## src/rtl/vbus_pkg.sv

```systemverilog
// Shared types for the video bus phase controller.
// Assumes the master clock runs eight times the bus rate.
package vbus_pkg;
    // Decoded clock phases for the current master tick.
    typedef struct packed {
        logic ph1;       // first half of the 1 MHz period
        logic ph2;       // second half of the 1 MHz period
        logic h2_first;  // first half of a 2 MHz cycle
        logic q4_second; // second half of a 4 MHz cycle
    } phase_t;
endpackage

```

## src/rtl/vbus_phase_gen.sv

```systemverilog
// Phase generator: a free-running counter on the master clock, decoded into
// 1/2/4 MHz phases, plus a phase-0 output registered one tick after phi2.
// Assumes CNT_W >= 3; the top three counter bits form the phases.
module vbus_phase_gen
    import vbus_pkg::*;
#(
    parameter int CNT_W = 3
) (
    input  logic   clk,
    input  logic   rst_n,
    output phase_t ph,
    output logic   phi0_q
);
    localparam int HI = CNT_W - 1;

    logic [CNT_W-1:0] cnt;

    // Advance the phase counter every master tick.
    always_ff @(posedge clk) begin
        if (!rst_n) cnt <= '0;
        else        cnt <= cnt + CNT_W'(1);
    end

    // Delay phi2 by one master tick to form phase 0.
    always_ff @(posedge clk) begin
        if (!rst_n) phi0_q <= 1'b0;
        else        phi0_q <= cnt[HI];
    end

    // Decode the phases from the counter bits.
    always_comb begin
        ph.ph2       = cnt[HI];
        ph.ph1       = ~cnt[HI];
        ph.h2_first  = ~cnt[HI-1];
        ph.q4_second = cnt[HI-2];
    end
endmodule

```

## src/rtl/vbus_addr_enable.sv

```systemverilog
// CPU address grant and address-pin enable. Grant is high in phi2 unless the
// video side steals the bus. LAG_OE picks the pin-enable timing: 0 follows the
// grant directly, 1 also needs HOLD ticks of low grant history.
// Assumes reset should look like a recent grant.
module vbus_addr_enable #(
    parameter bit LAG_OE = 1'b1,
    parameter int HOLD   = 2
) (
    input  logic clk,
    input  logic rst_n,
    input  logic ph2,
    input  logic steal_req,
    output logic aec,
    output logic addr_oe
);
    logic [HOLD-1:0] hist;

    // Grant to the CPU: phi2 and no steal, silent in reset.
    always_comb aec = rst_n & ph2 & ~steal_req;

    // Shift recent grant values into the history.
    always_ff @(posedge clk) begin
        if (!rst_n) hist <= '1;
        else        hist <= {hist[HOLD-2:0], aec};
    end

    generate
        if (LAG_OE) begin : g_lag
            // Enable only after a full window of low grant.
            always_comb addr_oe = rst_n & ~aec & ~(|hist);
        end else begin : g_direct
            // Enable whenever the grant is low.
            always_comb addr_oe = rst_n & ~aec;
        end
    endgenerate
endmodule

```

## src/rtl/vbus_strobe.sv

```systemverilog
// Data-bus strobes: the precharge strobe and the data-pin input enable.
// The input enable is blocked in the first half of each 2 MHz cycle, the only
// time precharge can fire, so the two never overlap.
module vbus_strobe
    import vbus_pkg::*;
(
    input  logic   rst_n,
    input  phase_t ph,
    input  logic   addr_oe,
    input  logic   reg_wr,
    output logic   din_en,
    output logic   bus_prechg
);
    // Combine the phases into the two data-bus strobes.
    always_comb begin
        bus_prechg = rst_n & ph.h2_first & ph.q4_second;
        din_en     = rst_n & ~ph.h2_first &
                     (ph.ph1 | (ph.ph2 & addr_oe) | reg_wr);
    end
endmodule

```

## src/rtl/vbus_phase_ctl.sv

```systemverilog
// Top: video bus phase and precharge controller. Wires the phase generator,
// address-enable logic and data-bus strobes. Inputs are sampled on the
// master clock; outputs other than phi0_out are combinational.
module vbus_phase_ctl
    import vbus_pkg::*;
#(
    parameter bit LAG_ADDR_OE = 1'b1,
    parameter int CNT_W       = 3
) (
    input  logic clk,
    input  logic rst_n,
    input  logic steal_req,
    input  logic reg_wr,
    output logic din_en,
    output logic bus_prechg,
    output logic aec,
    output logic addr_oe,
    output logic phi0_out
);
    localparam int TICKS = 1 << CNT_W;
    localparam int HOLD  = TICKS / 4;

    phase_t ph;

    vbus_phase_gen #(.CNT_W(CNT_W)) u_phase (
        .clk    (clk),
        .rst_n  (rst_n),
        .ph     (ph),
        .phi0_q (phi0_out)
    );

    vbus_addr_enable #(.LAG_OE(LAG_ADDR_OE), .HOLD(HOLD)) u_addr (
        .clk       (clk),
        .rst_n     (rst_n),
        .ph2       (ph.ph2),
        .steal_req (steal_req),
        .aec       (aec),
        .addr_oe   (addr_oe)
    );

    vbus_strobe u_strobe (
        .rst_n      (rst_n),
        .ph         (ph),
        .addr_oe    (addr_oe),
        .reg_wr     (reg_wr),
        .din_en     (din_en),
        .bus_prechg (bus_prechg)
    );
endmodule

```

## config.mk

```make
export PLATFORM = sky130hd
export DESIGN_NAME = vbus_phase_ctl
export DESIGN_NICKNAME = d
export VERILOG_FILES = /design/src/rtl/vbus_pkg.sv /design/src/rtl/vbus_phase_gen.sv /design/src/rtl/vbus_addr_enable.sv /design/src/rtl/vbus_strobe.sv /design/src/rtl/vbus_phase_ctl.sv
export SDC_FILE = /design/constraint.sdc
export NUM_CORES = 1
export LEC_CHECK = 0
export BUFFER_PORTS_ARGS = -buffer_cell sky130_fd_sc_hd__clkbuf_2
export CELL_PAD_IN_SITES_DETAIL_PLACEMENT = 1
export CELL_PAD_IN_SITES_GLOBAL_PLACEMENT = 1
export CORE_AREA = 2 2 39 41
export DETAILED_ROUTE_END_ITERATION = 10
export DIE_AREA = 0 0 41 43
export GPL_TIMING_DRIVEN = 0
export PLACE_DENSITY = 0.51
export SYNTH_ARGS = -nofsm -noshare
export SYNTH_HDL_FRONTEND = slang
export SYNTH_SLANG_ARGS = --single-unit
```

## constraint.sdc

```tcl
create_clock -name clk -period 2.05 [get_ports clk]
set_input_delay 0.205 -clock clk [delete_from_list [all_inputs] [get_ports clk]]
set_output_delay 0.205 -clock clk [all_outputs]
set_load 0.01 [all_outputs]
```

; Yosys cells after proc, flatten, opt, wreduce, memory -nomap -nowiden
; Index checks and enable logic that the tools add are counted.
[totals]
regBits = 6
input_bits = 4
output_inout_bits = 5
elab_cells = 21
[op_classes]
addsub = 1
n_bitwise = 16
reduce_logical = 1
[op_table]
columns = operator, n
row1 = $and 1x1->1, 9
row2 = $not 1->1, 5
row3 = $add 3x1->3 const B, 1
row4 = $or 1x1->1, 2
row5 = $reduce_or 2->1, 1

; Longest topological paths before layout
[logic_depth]
ltp_word = 9
ltp_mapped = 3
depth_no_buf = 3

; Cells and area by module
; From an unflattened synthesis, not the netlist that was laid out.
[hier_totals]
cells_unflattened = 24
hier_area_um2 = 249.0
[modules_own_cells]
columns = module, n_inst, cells_per_inst, area_per_inst_um2, seq_area_each_um2
row1 = vbus_phase_gen, 1, 14, 150.1, 80.1
row2 = vbus_addr_enable, 1, 7, 77.6, 40.0
row3 = vbus_strobe, 1, 3, 21.3, 0.0

; Worst setup path before layout
; Ideal clock, no wire load.
[synth_timing]
kind = register to output
start = register u_addr.hist[0]
end = output din_en
arrival_time_ns = 0.804
required_time_ns = 1.845
path_slack_ns = 1.041
stages_incl_launch_ff = 3
n_path_buf = 0
path_cell_list = dfxtp_1 -> and4bb_1 -> o311a_1
[synth_between]
elab_chain_len = 7
[synth_lines]
columns = item, line_no
row1 = from (decl), vbus_addr_enable.sv:16  ; logic [HOLD-1:0] hist;
row2 = from (signal assigned), vbus_addr_enable.sv:24  ; else hist <= {hist[HOLD-2:0], aec};
row3 = $reduce_or 2->1, vbus_addr_enable.sv:30  ; always_comb addr_oe = rst_n & ~aec & ~(|hist);
row4 = $not 1->1, vbus_addr_enable.sv:30
row5 = $and 1x1->1, vbus_addr_enable.sv:30
row6 = $and 1x1->1, vbus_strobe.sv:18  ; (ph.ph1 | (ph.ph2 & addr_oe) | reg_wr);
row7 = $or 1x1->1 (2 in a row), vbus_strobe.sv:18
row8 = $and 1x1->1, vbus_strobe.sv:17  ; din_en = rst_n & ~ph.h2_first &
row9 = to (decl), vbus_phase_ctl.sv:14  ; output logic din_en,
; Every way passes these cells.

; Final worst setup path
[layout_timing]
start = register u_addr.hist[1]
end = output din_en
; Same word-level chain as after synthesis.

==> results.json <==
{
  "status": "completed",
  "critPathRequiredTime_ns": 1.85,
  "min_path_cells": 2,
  "layout_worst_path_cycle_share": 0.6758,
  "overflow": 0,
  "max_slew_margin": 0.8962,
  "r2r_start": "u_phase.cnt[0]",
  "worstMarginPinSlew_ns": 0.1545,
  "cts_hold_buf": 0,
  "dr.pass1.iters": 1,
  "cts.reportedPaths.clkPinSlew_ns": 0.05,
  "drv_cap": 0,
  "antenna_found_initial": 0,
  "syn_inst": 21,
  "final.setup.tns_ns": 0,
  "hold_viol": 0,
  "vias": 191,
  "final_layout_size_suffix_gt1_frac": 0.3438,
  "hold_path_end": "u_addr.hist[0]",
  "drt_iter0_drc": 0,
  "r2r_slack_ns": 1.13,
  "avgSynthCellArea_um2": 10.96,
  "fill_cells": 170,
  "grt_max_degree": 11,
  "clkLatencyLatePin_ns": 0.24,
  "mostFrequentLayoutCell": "clkbuf_2",
  "start_kind": "flip-flop",
  "power_mw": 0.2627,
  "yosys_register_bits": 6,
  "grt_pass1_wl_um": 779,
  "cts_resized": 0,
  "yosysSeqAreaShare": 0.5217,
  "root_buffer": "clkbuf_4",
  "cts_made_buffers": 3,
  "grt_setup_unrepaired": "false",
  "crit_chain": "and4bb_1, o311a_1, clkbuf_2",
  "initial_core_util": 0.1664,
  "yosys-top-cells-area": "dfxtp_1 (52%), and2_1 (11%), and4bb_1 (5.4%)",
  "tritoncts": "done",
  "drc": 0,
  "dieArea_um2": 1763,
  "grtUsageTotal": 0.07422,
  "areaGrowthSynthToFinish_pct": 35.87,
  "diodes": 0,
  "io_buffers": 8,
  "path_delay_family": "flip-flops",
  "layout_common_cells": "clkbuf_2 (8), dfxtp_1 (6), and2_1 (4), clkbuf_4 (3), nor2b_1 (2)",
  "worstSetupPathType": "reg2out",
  "ant_nets": 0,
  "synth_fp_nets": 26,
  "die_width_um": 41,
  "routed_wl_um": 496,
  "clk_path_buf_depth": 2,
  "maxSlewViolCount": 0,
  "gp_congestion": 0.5313,
  "r2r-end": "u_phase.cnt[2]",
  "netlist.area_leader.share": 0.5217,
  "grt_pass1_vias": 198,
  "yosysWarnings": 0,
  "timing.fmax_ghz": 0.7218,
  "cp_max_fo": 2,
  "core_area_um2": 1384,
  "rows": 14,
  "cp_slowest_stage_delay_ns": 0.33,
  "arrival_ns": 1.18,
  "synth_cell_types": 12,
  "r2r_cells": 3,
  "io-pin-count": 9,
  "endpoint_kind": "primary output",
  "worstHoldStart": "steal_req",
  "ir_drop_mv": 0.2166,
  "clkSinkCount": 6,
  "nets": 39,
  "dieHeight_um": 43,
  "setup_viol": 0,
  "htree_levels": 1,
  "hold_path_class": "in2reg",
  "synth_largest_area_cell": "dfxtp_1",
  "cp_num_buf_inv": 1,
  "post_cts_buffers": 0,
  "post_drt_wl_per_cell_um": 10.33,
  "viasPerCell": 3.979,
  "power_density_nw_per_um2": 839.8,
  "clock-skew-final_ns": 0.007075,
  "power_leakage_nw": 0.1543,
  "period_needed_ns": 1.385,
  "worstSetupPathDepth": 3,
  "critical_path.slowest_cell": "dfxtp_1",
  "synth_area_um2": 230.2,
  "crit_start": "u_addr.hist[1]",
  "post-dp-hpwl_um": 389.4
}
-- worst max-delay path by stage --
stage | to | slack, ns
5_1_grt | din_en | 0.62
3_3_place_gp | din_en | 0.88
3_5_place_dp | din_en | 0.86
6_report | din_en | 0.66
2_1_floorplan | din_en | 1.04
4_1_cts | din_en | 0.65
-- kinds of logic (layout without fill, tap and decap cells) --
family | after synthesis | count (layout) | share of synthesized area
AND/OR/NAND/NOR | 10 | 10 | 0.3043
flip-flops | 6 | 6 | 0.5218
AO/OA/AOI/OAI | 2 | 2 | 0.06520
adder cells (fa/ha/maj) | 1 | 1 | 0.05434
XOR/XNOR | 1 | 1 | 0.03805
buffers and inverters | 1 | 12 | 0.01629
-- flip-flops by register name, indices dropped and copies added (netlist names) --
signal and flops:
u_addr.hist 2, u_phase.phi0_q 1, u_phase.cnt 3
-- cells in the mapped netlist --
library cell and instances:
dfxtp_1 6, and2_1 4, nor2b_1 2, and3b_1 1, and4bb_1 1, ha_1 1
inv_1 1, nand2b_1 1, nor3_1 1, o21ai_0 1, o311a_1 1, xor2_1 1
-- stage by stage --
step	std cells	instance area (µm²)	utilization	hold WS [ns]	setup slack, ns
after floorplan	21	230.2	-	0.2812	1.041
after global placement	45	290.3	0.2098	0.4239	0.8821
after detailed placement	45	290.3	0.2098	0.4396	0.8600
after CTS	48	312.8	0.2260	0.2022	0.6489
after global routing	48	312.8	0.2260	0.2299	0.6203
final	48	312.8	0.2260	0.2033	0.6646
-- area by class of cell --
type                            instances  area (µm²)  area share
Sequential cell                         6       120.1      0.3840
Multi-Input combinational cell         14       106.4      0.3400
Timing Repair Buffer                    8       40.04      0.1280
Clock buffer                            3       22.52     0.07200
Tap cell                               16       20.02     0.06400
Inverter                                1       3.754     0.01200
-- report_power, final --
group,internal [mW],switching (mW),total [mW]
clock network,0.0661,0.0407,0.107
logic,0.0135,0.0119,0.0254
registers,0.125,0.00526,0.131
-- metal layers --
layer / part of all wire / track usage / vias up
met4: 0 / 0.06000 / 0
li1: - / - / 95
met5: 0 / 0 / -
met1: 0.44 / 0.07051 / 85
met3: 0.14 / 0.06283 / 0
met2: 0.42 / 0.09688 / 11
-- worst register-to-register path, stage by stage, from the launching register on --
cell and delay, ns:
dfxtp_1 0.32, ha_1 0.20, xor2_1 0.15, and2_1 0.15
Power figures use the tool's default switching activity.
